$ cat src/rtl/rate_converter.sv
module rate_converter #(
  parameter int SUBS     = 10,
  parameter int PERIOD   = 104,
  parameter int OUT_RATE = 100,
  parameter int SUB_RATE = 1200
) (
  input  logic clk,
  input  logic rst_n,
  input  logic tick_en,
  input  logic ref_pulse,
  output logic sub_o,
  output logic event_o,
  output logic overrun_o
);
  localparam int TW = $clog2(PERIOD + 2) + 1;
  localparam int AW = $clog2(SUB_RATE + OUT_RATE + 1);
  localparam int CW = $clog2(SUBS + 1);

  logic [TW-1:0] timer;
  logic [AW-1:0] acc;
  logic [CW-1:0] left;

  wire          busy    = left != '0;
  wire          due     = busy && (timer >= TW'(PERIOD));
  wire          fire    = ref_pulse || due;
  wire [AW-1:0] acc_sum = acc + AW'(OUT_RATE);
  wire          wrap    = acc_sum >= AW'(SUB_RATE);
  wire [TW-1:0] tick_w  = {{(TW-1){1'b0}}, tick_en};

  always_ff @(posedge clk) begin
    if (!rst_n) begin
      timer     <= '0;
      acc       <= '0;
      left      <= '0;
      sub_o     <= 1'b0;
      event_o   <= 1'b0;
      overrun_o <= 1'b0;
    end else begin
      sub_o     <= fire;
      event_o   <= fire && wrap;
      overrun_o <= ref_pulse && busy;
      if (fire)
        acc <= wrap ? acc_sum - AW'(SUB_RATE) : acc_sum;
      if (ref_pulse) begin
        left  <= CW'(SUBS - 1);
        timer <= '0;
      end else if (due) begin
        left  <= left - 1'b1;
        timer <= timer - TW'(PERIOD) + tick_w;
      end else if (busy) begin
        timer <= timer + tick_w;
      end
    end
  end
endmodule


$ cat config.mk
export PLATFORM = sky130hd
export DESIGN_NAME = rate_converter
export DESIGN_NICKNAME = d
export VERILOG_FILES = /design/src/rtl/rate_converter.sv
export SDC_FILE = /design/constraint.sdc
export NUM_CORES = 1
export LEC_CHECK = 0
export BUFFER_PORTS_ARGS = -buffer_cell sky130_fd_sc_hd__buf_2
export CORE_ASPECT_RATIO = 0.6
export CORE_MARGIN = 5
export CORE_UTILIZATION = 50
export CTS_CLUSTER_DIAMETER = 60
export DETAILED_ROUTE_END_ITERATION = 8
export PLACE_DENSITY = 0.67
export SYNTH_ARGS = -nofsm -noshare
export SYNTH_HDL_FRONTEND = slang
export SYNTH_SLANG_ARGS = --single-unit
$ cat constraint.sdc
create_clock -name clk -period 3.6 [get_ports clk]
set_clock_uncertainty 0.2 [all_clocks]
set_input_delay 0.72 -clock clk [delete_from_list [all_inputs] [get_ports clk]]
set_output_delay 0.72 -clock clk [all_outputs]
set_load 0.1 [all_outputs]
==> results of run 1 <==
-- through the flow --
step	utilization	std cells
2_1_floorplan	-	199
3_3_place_gp	0.544	233
5_1_grt	0.563	237
4_1_cts	0.563	237
6_report	0.563	237
3_5_place_dp	0.544	233
-- cells in the final DEF (no fill, tap or decap), types with 3 or more instances in the layout --
| master | synthesis | final |
|---|---|---|
| a21oi_1 | 15 | 15 |
| and2_1 | 3 | 3 |
| and3_1 | 4 | 4 |
| buf_2 | 3 | 6 |
| clkbuf_8 | 0 | 4 |
| dfxtp_1 | 24 | 24 |
| ha_1 | 6 | 6 |
| inv_1 | 4 | 4 |
| mux2i_1 | 4 | 4 |
| nand2_1 | 25 | 25 |
| nand2b_1 | 3 | 3 |
| nand3_1 | 5 | 5 |
| nand4_1 | 4 | 4 |
| nor2_1 | 21 | 21 |
| o21ai_0 | 5 | 5 |
| o21ai_1 | 3 | 3 |
| xnor2_1 | 5 | 5 |
| xor2_1 | 10 | 10 |
-- final timing paths --
check / from / to
setup reg to reg: acc[2] / acc[4]
hold reg to reg: timer[7] / timer[7]
setup / recovery: acc[2] / acc[4]
hold / removal: timer[7] / timer[7]
-- worst max-delay path, stage by stage (launching register included) --
cell      delay, ns
dfxtp_1        0.46
ha_1           0.52
xor2_1         0.19
ha_1           0.30
nand2_1        0.08
o21bai_1       0.23
a32oi_4        0.12
or2_1          0.33
a21boi_1       0.16
a311o_1        0.31
-- routing by layer --
metal | vias to the layer above | routed length (um)
li1 | 695 | -
met3 | 4 | 316
met4 | 0 | 21
met1 | 626 | 1580
met2 | 49 | 1380
met5 | - | 0
-- power by group --
| group | total, mW | switching [mW] | leakage, nW | internal [mW] |
|---|---|---|---|---|
| registers | 0.298 | 0.0220 | 0.196 | 0.276 |
| logic | 0.119 | 0.0709 | 0.389 | 0.0479 |
| clock network | 0.186 | 0.0882 | 0.0288 | 0.0979 |
-- flip-flops by register name (all words and copies together) (netlist names) --
name / count
sub_o: 1
overrun_o: 1
timer: 8
left: 4
acc: 9
event_o: 1
-- cells by family (layout without fill, tap and decap cells) --
logic type | Yosys count | in the layout | share of synthesized area
buf+inv | 19 | 15 | 0.0499
fa+ha+maj | 6 | 6 | 0.0475
flops | 24 | 24 | 0.304
mux | 4 | 4 | 0.0253
simple gates | 80 | 80 | 0.249
compound gates | 51 | 51 | 0.241
xor+xnor | 15 | 15 | 0.0831
-- cell usage after synthesis, drive strengths merged (5+ instances only) --
master and instances:
a21oi 15, clkbuf 10, dfxtp 24, ha 6, inv 5, nand2 25
nand3 5, nor2 21, o21ai 8, xnor2 5, xor2 10
-- layout make-up --
type | instances | area (um2)
timing repair buffer | 6 | 30.0
tap | 42 | 52.6
multi-input combinational | 156 | 1020
fill | 275 | 1290
sequential | 24 | 480
inverter | 5 | 18.8
clock buffer | 4 | 55.1
==> flow_metrics.py, run 1 <==
metrics = {
    "placed_design": {
        "gp_congestion": 0.930,
        "dp_slack_ns": 0.639,
        "io_buffers": 6,
        "place_hpwl_mm": 2.43,
        "placedInstanceArea_mm2": 0.00160,
    },
    "yosys": {
        "netlist-cell-type-count": 52,
        "ys_async_sr_fraction": 0,
        "ys_warn_count": 0,
        "yosys-top-cells-area": "dfxtp_1, nand2_1, xor2_1",
        "synth-main-ff-cell": "dfxtp_1",
        "syn_nets": 209,
        "syn_area_mm2": 0.00158,
        "synth-seq-area-share": 0.304,
        "synth_top_area_share": 0.304,
        "synth_edf_count": 0,
        "syn_inst": 199,
        "ys_seq_elements": 24,
        "synth_area_per_cell_um2": 7.94,
        "yosys.area.top_type": "dfxtp_1",
    },
    "global_routing": {
        "busiest_layer": "met1",
        "grt_usage": 0.169,
        "grt_pass1_vias": 1202,
        "grt_max_degree": 21,
        "antenna_found_initial": 0,
        "overflow": 0,
        "met1_usage": 0.244,
        "use_met2": 0.241,
        "gr-usage-met3": 0.0569,
        "grt_pass1_wl_mm": 5.68,
    },
    "status": {
        "status": "finished, final reports clean",
    },
    "clock_network": {
        "post_cts_resized": 0,
        "path_clk_slew_ns": 0.08,
        "cts_buffers": 3,
        "clockBufferDepth": 2,
        "cts_sinks": 24,
        "cts_hold_buf": 0,
        "clock_latency_ns": 0.27,
        "cts_tree": "done",
        "h-tree-depth": 1,
        "post_cts_buffers": 0,
        "root_buffer": "clkbuf_8",
    },
    "power": {
        "p_per_area_mw_per_mm2": 363,
        "p_leak_nw": 0.613,
        "peakVddDrop_v": 0.000198,
        "fin_total_pwr_uw": 602,
    },
    "timing": {
        "setup_ws_ns": 0.589,
        "tightest_slew_ns": 0.676,
        "finalCritPeriodShare": 0.836,
        "fin_setup_tns_ns": 0,
        "drv_slew": 0,
        "max_freq_mhz": 332,
        "max-slew-margin-rel": 0.549,
        "period_minus_slack_ns": 3.01,
        "holdWs_ns": 0.265,
        "final-hold-violation-count": 0,
        "setup_viol": 0,
        "grt_setup_unrepaired": "false",
    },
    "die": {
        "die_area_mm2": 0.00442,
        "rows": 15,
        "ioPinCount": 7,
        "design.core.area_mm2": 0.00295,
        "die_height_um": 53.5,
        "die_w_um": 82.6,
        "start_util": 0.536,
    },
    "setup_path": {
        "r2r_cells": 9,
        "rrSetupSlack_ns": 0.59,
        "critical_path_arrival_ns": 2.98,
        "crit_fanout": 14,
        "start_kind": "flop",
        "required_ns": 3.57,
        "endpoint_kind": "flop",
        "path_class": "reg2reg",
    },
    "cells_and_area": {
        "antennaDiodeCount": 0,
        "fin_area_mm2": 0.00166,
        "nNetsFinal": 206,
        "drive_above_1_share": 0.0872,
        "areaGrowthSynthToFinish_pct": 4.91,
    },
    "route": {
        "vias": 1374,
        "drt-pass1-iter-count": 4,
        "ant_nets": 0,
        "drc_errors": 0,
        "drtIter0Drc": 185,
        "vias_per_cell": 5.80,
        "wl_per_cell_um": 13.9,
        "wirelength_mm": 3.30,
    },
    "flow_run": {
        "maxCapViolCount": 0,
    },
    "worst_hold_path": {
        "hold_depth": 2,
        "min-delay-path-class": "reg2reg",
    },
}
Note: power is estimated with default switching activity, not from simulation.
==> run 2: changes to the inputs <==
--- a/config.mk
+++ b/config.mk
@@ -5,6 +5,7 @@
 export SDC_FILE = /design/constraint.sdc
 export NUM_CORES = 1
 export LEC_CHECK = 0
+export ABC_AREA = 1
 export BUFFER_PORTS_ARGS = -buffer_cell sky130_fd_sc_hd__buf_2
 export CORE_ASPECT_RATIO = 0.6
 export CORE_MARGIN = 5
==> constraint.sdc (replaced) <==
create_clock -name clk -period 3 [get_ports clk]
set_clock_uncertainty 0.2 [all_clocks]
set_input_delay 0.6 -clock clk [delete_from_list [all_inputs] [get_ports clk]]
set_output_delay 0.6 -clock clk [all_outputs]
set_load 0.1 [all_outputs]
==> flow_metrics.py, run 2 <==
metrics = {
    "setup_path": {
        "worstPathCellList": "ha_1 > nand2_2 > inv_1 > nor2_4 > ha_1 > nand2_1 > inv_1 > o21bai_2 > nand2_2 > nand2_2 > nand2_1 > nand3_1 > nand2_1 > inv_1",
        "crit_buf_inv": 3,
        "crit_path_max_incr_delay_ns": 0.35,
        "crit_fanout": 7,
        "endpoint_kind": "flop",
        "start_kind": "flop",
        "crit_family": "simple AND/OR/NAND/NOR gates",
        "crit_slowest_cell": "dfxtp_1",
        "critical_path_arrival_ns": 2.02,
        "required_ns": 2.97,
        "path_class": "reg2reg",
    },
    "worst_hold_path": {
        "min-delay-path-class": "reg2reg",
    },
    "global_routing": {
        "antenna_found_initial": 0,
        "grt_max_degree": 14,
        "grt_usage": 0.159,
        "overflow": 0,
        "grt_pass1_vias": 1120,
        "grt_pass1_wl_mm": 5.05,
    },
    "clock_network": {
        "clockBufferDepth": 2,
        "path_clk_slew_ns": 0.08,
        "cts_sinks": 24,
        "post_cts_resized": 0,
        "cts_buffers": 3,
        "post_cts_buffers": 0,
        "clock_latency_ns": 0.27,
        "h-tree-depth": 1,
        "cts_hold_buf": 0,
        "cts_tree": "done",
        "root_buffer": "clkbuf_8",
    },
    "die": {
        "design.core.area_mm2": 0.00285,
        "ioPinCount": 7,
        "die_w_um": 80.2,
        "die_height_um": 52.1,
        "start_util": 0.518,
        "rows": 15,
        "die_area_mm2": 0.00418,
    },
    "flow_run": {
        "maxCapViolCount": 0,
    },
    "placed_design": {
        "io_buffers": 6,
        "gp_congestion": 0.860,
        "place_hpwl_mm": 2.38,
        "dp_slack_ns": 0.913,
    },
    "timing": {
        "final-hold-violation-count": 0,
        "max-slew-margin-rel": 0.553,
        "grt_setup_unrepaired": "false",
        "drv_slew": 0,
        "tightest_slew_ns": 0.668,
        "fin_setup_tns_ns": 0,
        "finalCritPeriodShare": 0.684,
        "max_freq_mhz": 487,
        "holdWs_ns": 0.272,
        "setup_viol": 0,
        "setup_ws_ns": 0.949,
        "period_minus_slack_ns": 2.05,
    },
    "route": {
        "topRoutingLayerUsed": "met4",
        "drtIter0Drc": 76,
        "vias": 1325,
        "drt-pass1-iter-count": 4,
        "dr_wl_met3_um": 168,
        "met2_length_mm": 1.20,
        "ant_nets": 0,
        "drt-met1-wl_mm": 1.57,
        "drc_errors": 0,
        "wirelength_mm": 2.97,
        "vias_per_cell": 4.98,
        "wl_per_cell_um": 11.2,
    },
    "yosys": {
        "synth_edf_count": 0,
        "ys_async_sr_fraction": 0,
        "syn_nets": 226,
        "syn_area_mm2": 0.00148,
        "yosysMostFrequentCell": "nand2_1",
        "ys_seq_elements": 24,
        "synth_top_area_share": 0.325,
        "netlist-cell-type-count": 26,
        "synth-seq-area-share": 0.325,
        "synth.top_cells.by_count": "nand2_1, inv_1, dfxtp_1",
        "yosys-top-cells-area": "dfxtp_1, nand2_1, inv_1",
        "yosys.area.top_type": "dfxtp_1",
        "syn_inst": 216,
        "synth_area_per_cell_um2": 6.84,
        "synth-main-ff-cell": "dfxtp_1",
        "ys_warn_count": 0,
    },
    "cells_and_area": {
        "fin_util": 0.561,
        "final_cell_mix": "nand2_1, inv_1, dfxtp_1",
        "reg_top3": "acc: 9 flops, timer: 8 flops, left: 4 flops",
        "regMostFlops": "acc",
        "areaGrowthSynthToFinish_pct": 8.30,
        "nNetsFinal": 235,
        "mostFrequentLayoutCell": "nand2_1",
        "fillers": 284,
        "antennaDiodeCount": 0,
        "largest_reg_flops": 9,
        "drive_above_1_share": 0.143,
    },
    "power": {
        "peakVddDrop_v": 0.000281,
        "p_leak_nw": 0.812,
        "p_per_area_mw_per_mm2": 465,
    },
    "status": {
        "status": "finished, final reports clean",
    },
}
==> run 2: path summary, 6_finish.rpt <==
| check | endpoint | slack (ns) | depth (start not counted) | startpoint |
|---|---|---|---|---|
| max | acc[4] | 0.95 | 14 | acc[2] |
| max reg2reg | acc[4] | 0.95 | 14 | acc[2] |
| min reg2reg | timer[6] | 0.27 | 2 | timer[6] |
| min | timer[6] | 0.27 | 2 | timer[6] |
==> run 2: area by class of cell <==
class	count	area [um2]	area share
inverter	41	154	0.0962
sequential	24	480	0.300
clock buffer	4	55.1	0.0344
timing repair buffer	6	30.0	0.0188
multi-input combinational	149	827	0.517
tap	42	52.6	0.0329
==> run 2: cell families after synthesis <==
kind of cell | count (synthesis) | synth area share
DFF | 24 | 0.325
adders and majority gates | 6 | 0.0508
AOI/OAI and AO/OA | 37 | 0.134
xor gates and xnor gates | 3 | 0.0305
and+or+nand+nor | 103 | 0.345
buffers and inverters | 43 | 0.114
==> run 2: per-stage QoR <==
step	total power [mW]	std cells	area (um2)
floorplan	0.497	216	1480
global placement	0.526	262	1540
detailed placement	0.529	262	1540
CTS	0.750	266	1600
global route	0.794	266	1600
finish	0.744	266	1600
==> run 2: worst reg2reg max path, delay by kind of cell, from the launching register on <==
| kind | cells | cell delay (ns) |
|---|---|---|
| AND/OR/NAND/NOR | 8 | 0.71 |
| adder cells (fa/ha/maj) | 2 | 0.46 |
| flip-flops | 1 | 0.35 |
| buffers and inverters | 3 | 0.18 |
| AO/OA/AOI/OAI | 1 | 0.07 |
==> run 2: report_power, final <==
group          internal [mW]  switching (mW)
clock                  0.117           0.103
combinational         0.0566           0.115
sequential             0.335          0.0175
total                  0.509           0.236
==> run 2: layer usage <==
metal  vias to the layer above  track usage
met5                         -            0
met4                         0       0.0365
met1                       580        0.224
met3                         5       0.0536
li1                        713            -
met2                        27        0.231
